<file path="src/rtl/chan_cmd_pkg.sv">
package chan_cmd_pkg;
  localparam logic [7:0] OP_STANDBY  = 8'h00;
  localparam logic [7:0] OP_SWRST    = 8'h02;
  localparam logic [7:0] OP_HWRST    = 8'h04;
  localparam logic [7:0] OP_NOP      = 8'h06;
  localparam logic [7:0] OP_ACTIVATE = 8'h0E;

  typedef struct packed {
    logic standby;
    logic activate;
    logic sw_rst;
    logic hw_rst;
  } cmd_strobe_t;
endpackage

</file>
<file path="src/rtl/chan_cmd_decode.sv">
module chan_cmd_decode
  import chan_cmd_pkg::*;
(
  input  logic        valid,
  input  logic [7:0]  op,
  output cmd_strobe_t stb
);
  always_comb begin
    stb = '0;
    if (valid) begin
      unique case (op)
        OP_STANDBY:  stb.standby  = 1'b1;
        OP_ACTIVATE: stb.activate = 1'b1;
        OP_SWRST:    stb.sw_rst   = 1'b1;
        OP_HWRST:    stb.hw_rst   = 1'b1;
        default:     stb = '0;  // NOP and unknown codes
      endcase
    end
  end
endmodule

</file>
<file path="src/rtl/chan_cfg_regs.sv">
module chan_cfg_regs #(
  parameter int NCH       = 4,
  parameter int SLOT_W    = 7,
  parameter int ADDR_W    = 3,
  parameter int SLOT_BASE = 4
) (
  input  logic                  clk,
  input  logic                  rst,
  input  logic                  hw_rst,
  input  logic                  wr,
  input  logic [ADDR_W-1:0]     addr,
  input  logic [7:0]            data,
  output logic [NCH-1:0]        mask,
  output logic                  sig_mode,
  output logic [NCH*SLOT_W-1:0] slots,
  output logic [NCH-1:0]        hwy
);
  localparam logic [ADDR_W-1:0] A_MASK = ADDR_W'(0);
  localparam logic [ADDR_W-1:0] A_SIG  = ADDR_W'(1);

  always_ff @(posedge clk) begin
    if (rst || hw_rst) begin
      mask     <= '1;
      sig_mode <= 1'b0;
    end else if (wr) begin
      if (addr == A_MASK) mask <= data[NCH-1:0];
      if (addr == A_SIG)  sig_mode <= data[0];
    end
  end

  for (genvar i = 0; i < NCH; i++) begin : g_slot
    localparam logic [ADDR_W-1:0] A_SLOT = ADDR_W'(SLOT_BASE + i);
    always_ff @(posedge clk) begin
      if (rst || hw_rst) begin
        slots[i*SLOT_W +: SLOT_W] <= SLOT_W'(i);
        hwy[i]                    <= 1'b0;
      end else if (wr && addr == A_SLOT) begin
        slots[i*SLOT_W +: SLOT_W] <= data[SLOT_W-1:0];
        hwy[i]                    <= data[7];
      end
    end
  end
endmodule

</file>
<file path="src/rtl/chan_state.sv">
module chan_state
  import chan_cmd_pkg::*;
#(
  parameter int FS_NEED = 2
) (
  input  logic        clk,
  input  logic        rst,
  input  logic        sel,
  input  cmd_strobe_t stb,
  input  logic        fsync,
  input  logic        sig_mode,
  output logic        active,
  output logic        in_en,
  output logic        out_en,
  output logic        valid
);
  localparam int CW = $clog2(FS_NEED + 1);
  localparam logic [CW-1:0] CMAX = CW'(FS_NEED);

  logic [CW-1:0] fs_cnt;

  always_ff @(posedge clk) begin
    if (rst || stb.hw_rst) begin
      active <= 1'b0;
      fs_cnt <= '0;
    end else if (sel && (stb.standby || stb.sw_rst)) begin
      active <= 1'b0;
      fs_cnt <= '0;
    end else if (sel && stb.activate) begin
      active <= 1'b1;
      fs_cnt <= '0;
    end else if (active && fsync && fs_cnt != CMAX) begin
      fs_cnt <= fs_cnt + 1'b1;
    end
  end

  assign in_en  = active;
  assign out_en = active | sig_mode;
  assign valid  = active && (fs_cnt == CMAX);
endmodule

</file>
<file path="src/rtl/chan_cmd_ctrl.sv">
module chan_cmd_ctrl
  import chan_cmd_pkg::*;
#(
  parameter int NCH     = 4,
  parameter int SLOT_W  = 7,
  parameter int ADDR_W  = 3,
  parameter int FS_NEED = 2
) (
  input  logic                  clk,
  input  logic                  rst,
  input  logic                  cmd_valid,
  input  logic [7:0]            cmd_byte,
  input  logic                  reg_wr,
  input  logic [ADDR_W-1:0]     reg_addr,
  input  logic [7:0]            reg_data,
  input  logic                  fsync,
  output logic [NCH-1:0]        chan_status,
  output logic [NCH-1:0]        pcm_in_en,
  output logic [NCH-1:0]        pcm_out_en,
  output logic [NCH-1:0]        data_valid,
  output logic [NCH-1:0]        mask_q,
  output logic                  sig_mode_q,
  output logic [NCH*SLOT_W-1:0] slot_q,
  output logic [NCH-1:0]        hwy_q
);
  cmd_strobe_t stb;

  chan_cmd_decode u_dec (
    .valid (cmd_valid),
    .op    (cmd_byte),
    .stb   (stb)
  );

  chan_cfg_regs #(.NCH(NCH), .SLOT_W(SLOT_W), .ADDR_W(ADDR_W)) u_cfg (
    .clk      (clk),
    .rst      (rst),
    .hw_rst   (stb.hw_rst),
    .wr       (reg_wr),
    .addr     (reg_addr),
    .data     (reg_data),
    .mask     (mask_q),
    .sig_mode (sig_mode_q),
    .slots    (slot_q),
    .hwy      (hwy_q)
  );

  for (genvar i = 0; i < NCH; i++) begin : g_ch
    chan_state #(.FS_NEED(FS_NEED)) u_st (
      .clk      (clk),
      .rst      (rst),
      .sel      (mask_q[i]),
      .stb      (stb),
      .fsync    (fsync),
      .sig_mode (sig_mode_q),
      .active   (chan_status[i]),
      .in_en    (pcm_in_en[i]),
      .out_en   (pcm_out_en[i]),
      .valid    (data_valid[i])
    );
  end
endmodule

</file>
<file path="config.mk">
export PLATFORM = sky130hd
export DESIGN_NAME = chan_cmd_ctrl
export DESIGN_NICKNAME = d
export VERILOG_FILES = /design/src/rtl/chan_cmd_pkg.sv /design/src/rtl/chan_cmd_decode.sv /design/src/rtl/chan_cfg_regs.sv /design/src/rtl/chan_state.sv /design/src/rtl/chan_cmd_ctrl.sv
export SDC_FILE = /design/constraint.sdc
export NUM_CORES = 1
export LEC_CHECK = 0
export ABC_CLOCK_PERIOD_IN_PS = 2900
export BUFFER_PORTS_ARGS = -buffer_cell sky130_fd_sc_hd__buf_2
export CORE_ASPECT_RATIO = 0.75
export CORE_MARGIN = 2
export CORE_UTILIZATION = 50
export CTS_BUF_LIST = sky130_fd_sc_hd__clkbuf_8 sky130_fd_sc_hd__clkbuf_16
export DETAILED_ROUTE_END_ITERATION = 10
export PLACE_DENSITY = 0.79
export SYNTH_ARGS = -nofsm -noshare
export SYNTH_HDL_FRONTEND = slang
export SYNTH_HIERARCHICAL = 1
export SYNTH_SLANG_ARGS = --single-unit
</file>
<file path="constraint.sdc">
create_clock -name clk -period 2.9 [get_ports clk]
set_input_delay 0.29 -clock clk [delete_from_list [all_inputs] [get_ports clk]]
set_output_delay 0.29 -clock clk [all_outputs]
set_load 0.03 [all_outputs]
</file>
### After elaboration in Yosys (flattened, before gate mapping)

Index checks and enable logic that the tools add are counted.
W data, S select, Z words.

| cells by class | value |
|---|---|
| reductions and logical operators | 38 |
| $add $sub $neg | 4 |
| muxes and demuxes | 5 |
| bitwise logic cells | 4 |
| equality and inequality tests | 16 |

Operators by type and width:

| cell | number |
|---|---|
| $logic_and A1 B1 Y1 | 24 |
| $eq A3 B3 Y1 const B | 4 |
| $reduce_or A3 Y1 | 4 |
| $add A2 B1 Y2 const B | 4 |
| $eq A2 B2 Y1 const B | 4 |
| $eq A8 B2 Y1 const B | 1 |
| $eq A8 B3 Y1 const B | 1 |
| $eq A8 B4 Y1 const B | 1 |
| $logic_not A8 Y1 | 1 |
| $ne A2 B2 Y1 const B | 4 |
| $reduce_or A2 Y1 | 4 |
| $mux W1 | 4 |
| $mux W4 | 1 |
| $or A1 B1 Y1 | 4 |
| $reduce_and A2 Y1 | 2 |
| $eq A3 B1 Y1 const B | 1 |
| $logic_not A3 Y1 | 1 |
| $logic_or A1 B1 Y1 | 2 |

| word-level totals | value |
|---|---|
| logic and storage cells | 85 |
| flip-flop bits (word level) | 49 |
| output and inout port bits | 53 |

### Longest topological paths before layout

Gate-level depths: netlist of run 1.

| logic depth | value |
|---|---|
| depth after elaboration | 6 |
| depth in mapped cells | 6 |
| depth with buffers taken out | 5 |

### Hierarchy

The synthesis of run 1 kept the hierarchy.

Modules (own cells, without submodules):

| module | sequential area each (um2) | area each (um2) | instances | cells each |
|---|---|---|---|---|
| chan_cfg_regs | 740.7 | 1684.1 | 1 | 149 |
| chan_state | 60.1 | 171.4 | 4 | 20 |
| chan_cmd_decode | 0.0 | 60.1 | 1 | 9 |

### Least setup slack after synthesis of run 1

OpenSTA, ideal clock, no wires.

| path | value |
|---|---|
| kind | input to register |
| from | input cmd_byte[0] |
| to | register u_cfg.mask[0] |
| buffers on the path | 2 |
| slack | 0.657 ns |
| cell stages on the path | 6 |
| library setup time | 0.072 ns |
| arrival | 2.171 ns |
| path through | or4_4 > nor4_1 > clkbuf_1 > buf_2 > nor3_1 > mux2i_1 |

RTL lines:

| what | RTL line | source |
|---|---|---|
| from (decl) | chan_cmd_ctrl.sv:12 | `input logic [7:0] cmd_byte,` |
| to (signal assigned) | chan_cfg_regs.sv:26 | `if (addr == A_MASK) mask <= data[NCH-1:0];` |
| to (decl) | chan_cfg_regs.sv:13 | `output logic [NCH-1:0] mask,` |

==> results of run 1 <==
==> power by group through the flow <==
| stage | clock, mW | combinational (mW) | sequential, mW |
|---|---|---|---|
| 2_1_floorplan | 0 | 0.0650 | 0.728 |
| 3_3_place_gp | 0 | 0.124 | 0.706 |
| 3_5_place_dp | 0 | 0.126 | 0.706 |
| 4_1_cts | 0.402 | 0.126 | 0.691 |
| 5_1_grt | 0.431 | 0.137 | 0.692 |
| 6_report | 0.395 | 0.126 | 0.691 |
==> synthesized netlist by cell type (all sizes together) (2+ instances only) <==
library cell | instances | area (um^2)
ha | 4 | 50.1
and2 | 4 | 30.0
a211oi | 4 | 50.1
nand2 | 8 | 30.0
or2 | 4 | 25.0
dfxtp | 49 | 981
xnor2 | 4 | 35.0
clkbuf | 8 | 30.0
buf | 12 | 76.3
nand4b | 3 | 26.3
nor4 | 3 | 18.8
o21ai | 4 | 20.0
a21oi | 4 | 20.0
or3b | 38 | 333
mux2i | 37 | 370
inv | 6 | 22.5
and4b | 2 | 20.0
o31ai | 4 | 30.0
nor3 | 13 | 65.1
and3b | 4 | 40.0
nor2 | 16 | 70.1
==> state kept, by name (all words and copies together), names as in the netlist <==
signal / flops
g_ch.u_st/active: 4
g_ch.u_st/fs_cnt: 8
u_cfg/hwy: 4
u_cfg/mask: 4
u_cfg/sig_mode: 1
u_cfg/slots: 28
==> metrics by stage <==
| step | power [mW] | instances | instance area, um^2 | setup slack, ns |
|---|---|---|---|---|
| floorplan | 0.793 | 238 | 2430 | 0.657 |
| global placement | 0.831 | 355 | 2810 | 0.841 |
| detailed placement | 0.833 | 355 | 2810 | 0.786 |
| CTS | 1.22 | 363 | 2900 | 1.11 |
| global route | 1.26 | 363 | 2900 | 0.986 |
| finish | 1.21 | 363 | 2900 | 1.10 |
==> worst register-to-register path: cells and delay by family, from the launching register on <==
family / cells / cell delay [ns]
adders and majority gates: 1 / 0.20
DFF: 1 / 0.35
xor gates and xnor gates: 1 / 0.14
and+or+nand+nor: 2 / 0.33
buffers and inverters: 1 / 0.05
==> cell type report <==
class | instances | area, um^2
fillers | 391 | 1670
multi-input cells | 163 | 1330
clock inverters | 3 | 18.8
inverters | 6 | 22.5
repair buffers | 80 | 410
clock buffers | 5 | 68.8
flip-flops and latches | 49 | 981
well taps | 57 | 71.3
==> layer usage <==
layer | up-vias | GRT usage, % | wire length, um
li1 | 992 | - | -
met1 | 893 | 26.8 | 2570
met2 | 49 | 32.8 | 2380
met3 | 4 | 4.13 | 231
met4 | 0 | 6.55 | 59
met5 | - | 0 | 0
==> cell families (layout without fill, tap and decap cells) <==
| family | count (synthesis) | in the layout | synth area share [%] |
|---|---|---|---|
| compound gates | 16 | 16 | 4.94 |
| simple gates | 102 | 102 | 30.6 |
| fa+ha+maj | 4 | 4 | 2.06 |
| xor+xnor | 4 | 4 | 1.44 |
| buf+inv | 26 | 94 | 5.30 |
| flops | 49 | 49 | 40.4 |
| mux | 37 | 37 | 15.2 |
==> worst paths after layout <==
check	slack [ns]	startpoint	depth (start not counted)	end
setup / recovery	1.10	cmd_byte[0]	6	u_cfg/slots[19]$_SDFFE_PP0P_
hold reg to reg	0.53	g_ch[2].u_st/fs_cnt[1]$_SDFFE_PP0P_	2	g_ch[2].u_st/fs_cnt[1]$_SDFFE_PP0P_
setup reg to reg	1.72	g_ch[3].u_st/fs_cnt[0]$_SDFFE_PP0P_	5	g_ch[3].u_st/fs_cnt[0]$_SDFFE_PP0P_
hold / removal	0.29	reg_data[3]	3	u_cfg/mask[3]$_SDFFE_PP1P_
==> results.cfg, run 1 <==
[layout]
final_cell_mix = buf_2, dfxtp_1, mux2i_1, or3b_1, nor3_1
antenna_cells = 0
area_growth_pct = 19.3
final_common_cell = buf_2
drive_gt1_share_pct = 38.2
utilization_pct = 63.4
num-nets-final = 333

[floorplan]
die_width_um = 84.5
die_y_um = 64.4
rows = 21
ioPinCount = 77
start_util_pct = 53.1
dieArea_mm2 = 0.00544
core_mm2 = 0.00457

[placement]
port_buffers = 76
post-dp-hpwl_um = 3700
gp_congestion = 0.753

[power_and_ir_drop]
clkPwrFrac_pct = 32.6
p_leak_nw = 1.38
combinationalPowerShare_pct = 10.4
switching_share_pct = 25.9
switchingPower_uw = 313
power.internal_uw = 898
p_seq_share_pct = 57.0
p_per_area_mw_per_mm2 = 418
ir_worst_vdd_mv = 0.447

[worst_setup_path]
cp_slowest_cell = or4_4
crit_fanout = 53
worstPathArrival_ns = 1.98
critPathRequiredTime_ns = 3.08
endpoint_kind = flop
startpoint_type = primary input
slowest_delay_ns = 0.55
path_cells = buf_2 -> or4_4 -> nor4_2 -> buf_4 -> or3b_1 -> mux2i_1
path_class = in2reg
path_delay_family = simple AND/OR/NAND/NOR gates
path_buf_inv = 2

[timing]
rsz0062_at_grt = false
setup_viol = 0
period_needed_ns = 1.80
holdWs_ns = 0.291
relSlewSlack_pct = 49.1
fmax_mhz = 556
finalClockSkew_ns = 0.000964
drv_slew = 0
max_slew.worst_pin.slew_ns = 0.764
fin_crit_sh_pct = 62.0
fin_setup_tns_ns = 0
hold_violations = 0

[clocking]
cts_buffer_depth = 2
cts_buffers = 5
postCtsHoldBufs = 0
cts-resized-gates = 0
path_clk_slew_ns = 0.09
cts_tree = built
cts_setup_buffers = 0
cts.sinks = 49
cts-root-buf = clkbuf_8
clk_latency_ns = 0.29
h-tree-depth = 2

[global_routing]
grt_pass1_wl_um = 8740
grt_max_degree = 54
grt_pass1_vias = 1846
grt_overflow = 0
antenna_found_initial = 0
grtUsageTotal_pct = 20.1

[detailed_routing]
drc = 0
vias = 1938
antenna_left = 0
drtIter0Drc = 95
routedWlPerCell_um = 14.5
drtPass1Iterations = 6
wl_um = 5250
vias_per_cell = 5.34

[synth]
synth-seq-area-share_pct = 40.4
syn-cell-area_mm2 = 0.00243
async_flop_share_pct = 0
synth-seq-cells = 49
synthDistinctLibCells = 32
avgSynthCellArea_um2 = 10.2
syn_nets = 266
yosysWarnings = 6
synth_edf_count = 0
synthCells = 238
synth_ff_type = dfxtp_1

[min_path]
hold_path.class = in2reg

[status]
status = finished, final reports clean

[flow_run]
cap_violations = 0
(Power assumes the default switching activity.)
==> run 2, diff against run 1 <==
- ABC_CLOCK_PERIOD_IN_PS: 2900 -> 1450
- CORE_UTILIZATION: 50 -> 46
- PLACE_DENSITY: 0.79 -> 0.76
- clock period: 2.9 -> 1.45 ns (I/O delays scaled with it)
==> run 2 against run 1 <==
Effect of this change: core utilization rose by 1.8 points; worst setup slack got worse by 1.1 ns; die area rose by 8.2%; flip-flop and latch count did not move; largest cell class unchanged; clock-buffer cell count did not move; worst hold slack got worse by 0.15 ns; register-to-register slack got worse by 1.5 ns.
==> results.cfg, run 2 (same netlist as run 1, synthesis figures left out) <==
[placement]
post-dp-hpwl_um = 4110
port_buffers = 76
dpl.cell_count = 384
gp_congestion = 0.787

[layout]
area_growth_pct = 33.8
num-nets-final = 352
antenna_cells = 0
regMostFlops = u_cfg/slots
final_common_cell = buf_2
instances_no_fill = 397
utilization_pct = 65.2
final_cell_mix = buf_2, dfxtp_1, mux2i_1, or3b_1, buf_4
largest_register_ffs = 28
drive_gt1_share_pct = 46.8
largestRegisters = u_cfg/slots x28, g_ch.u_st/fs_cnt x8

[detailed_routing]
drc = 0
routedWlPerCell_um = 15.1
drtIter0Drc = 45
highest_layer = met4
drtPass1Iterations = 4
wl_met3_um = 284
route.met2.wl_um = 2790
wl_um = 6000
vias = 2096
antenna_left = 0
vias_per_cell = 5.28
drt-met1-wl_um = 2850

[worst_setup_path]
path_class = in2reg
regToRegSetupSlack_ns = 0.26
critPathRequiredTime_ns = 1.63
endpoint_kind = flop
startpoint_type = primary input
rr_worst_depth = 5
worstPathArrival_ns = 1.60
reg2reg_from = g_ch[3].u_st/fs_cnt[0]$_SDFFE_PP0P_
r2r-end = g_ch[3].u_st/fs_cnt[1]$_SDFFE_PP0P_
crit_fanout = 10

[clocking]
postCtsHoldBufs = 0
path_clk_slew_ns = 0.09
cts_tree = built
cts.sinks = 49
clk_latency_ns = 0.30
cts-root-buf = clkbuf_8
h-tree-depth = 2
cts_buffer_depth = 2
cts_buffers = 5

[min_path]
min_path_cells = 3
hold_end = u_cfg/mask[3]$_SDFFE_PP1P_
hold_path.class = in2reg
hp-start = reg_data[3]

[global_routing]
grt_pass1_wl_um = 9670
grt_max_degree = 28
grtUsageTotal_pct = 21.4
grt_overflow = 0
antenna_found_initial = 0
grt_pass1_vias = 2046

[flow_run]
cap_violations = 0

[floorplan]
core_mm2 = 0.00498
start_util_pct = 48.8
die_y_um = 66.9
die_width_um = 87.9
rows = 22
ioPinCount = 77
dieArea_mm2 = 0.00589

[timing]
fmax_mhz = 703
drv_slew = 0
relSlewSlack_pct = 66.0
fin_crit_sh_pct = 98.1
finalClockSkew_ns = 0.0104
rsz0062_at_grt = true
period_needed_ns = 1.42
setup_viol = 0
max_slew.worst_pin.slew_ns = 0.506
hold_violations = 0

[power_and_ir_drop]
ir_worst_vdd_mv = 0.472
p_leak_nw = 1.53
p_per_area_mw_per_mm2 = 752

[status]
status = finished, final reports clean
## run 2: what timing repair did
item                                   in CTS  in global routing
pin swaps                                   1                  1
buffers inserted                            2                  0
resized for setup                           2                 10
endpoints found under the hold margin       0                  0
gates cloned                                3                  0
setup endpoints to repair                  26                 14
## run 2: how the worst max path moves through the flow
stage / slack, ns / from / cells after the start / endpoint
after CTS: 0.02 / cmd_byte[7] / 8 / g_ch[0].u_st/active$_SDFFE_PP0P_
after floorplan: -0.29 / cmd_byte[7] / 6 / u_cfg/mask[2]$_SDFFE_PP1P_
final: 0.03 / cmd_byte[7] / 7 / u_cfg/hwy[3]$_SDFFE_PP0P_
after detailed placement: -0.38 / cmd_byte[7] / 6 / u_cfg/slots[18]$_SDFFE_PP0P_
after global placement: -0.35 / cmd_byte[7] / 6 / u_cfg/slots[25]$_SDFFE_PP0P_
after global routing: -0.03 / cmd_byte[7] / 8 / g_ch[0].u_st/fs_cnt[0]$_SDFFE_PP0P_
## run 2: layer usage
layer | GRT usage, % | vias to the layer above
met4 | 7.12 | 0
met5 | 0 | -
li1 | - | 1034
met2 | 33.8 | 48
met3 | 4.96 | 8
met1 | 28.7 | 1006
## run 2: through the flow
step	instance area, um^2	worst slack, ns	TNS [ns]	hold slack [ns]	power, mW
2_1_floorplan	2520	-0.287	-11.96	0.294	1.60
3_3_place_gp	3040	-0.353	-13.82	0.449	1.69
3_5_place_dp	3040	-0.382	-15.37	0.448	1.70
4_1_cts	3220	0.0203	0	0.132	2.45
5_1_grt	3250	-0.0296	-0.0711	0.152	2.56
6_report	3250	0.0273	0	0.139	2.45
## run 2: cell type report
type | instances | area (um^2)
fillers | 403 | 1730
multi-input cells | 163 | 1420
flip-flops and latches | 49 | 983
repair buffers | 99 | 654
well taps | 72 | 90.1
clock buffers | 5 | 68.8
inverters | 6 | 22.5
clock inverters | 3 | 15.0
## run 2: critical path, stage by stage
cell and delay [ns]:
buf_2 0.10, or4_4 0.55, nor4_4 0.14, buf_4 0.18, bufbuf_16 0.27, or3b_4 0.15
mux2i_1 0.07
## run 2: power by group
group / internal (mW) / total [mW] / switching [mW]
Sequential: 1.37 / 1.38 / 0.0152
Combinational: 0.118 / 0.292 / 0.174
Clock: 0.328 / 0.771 / 0.443
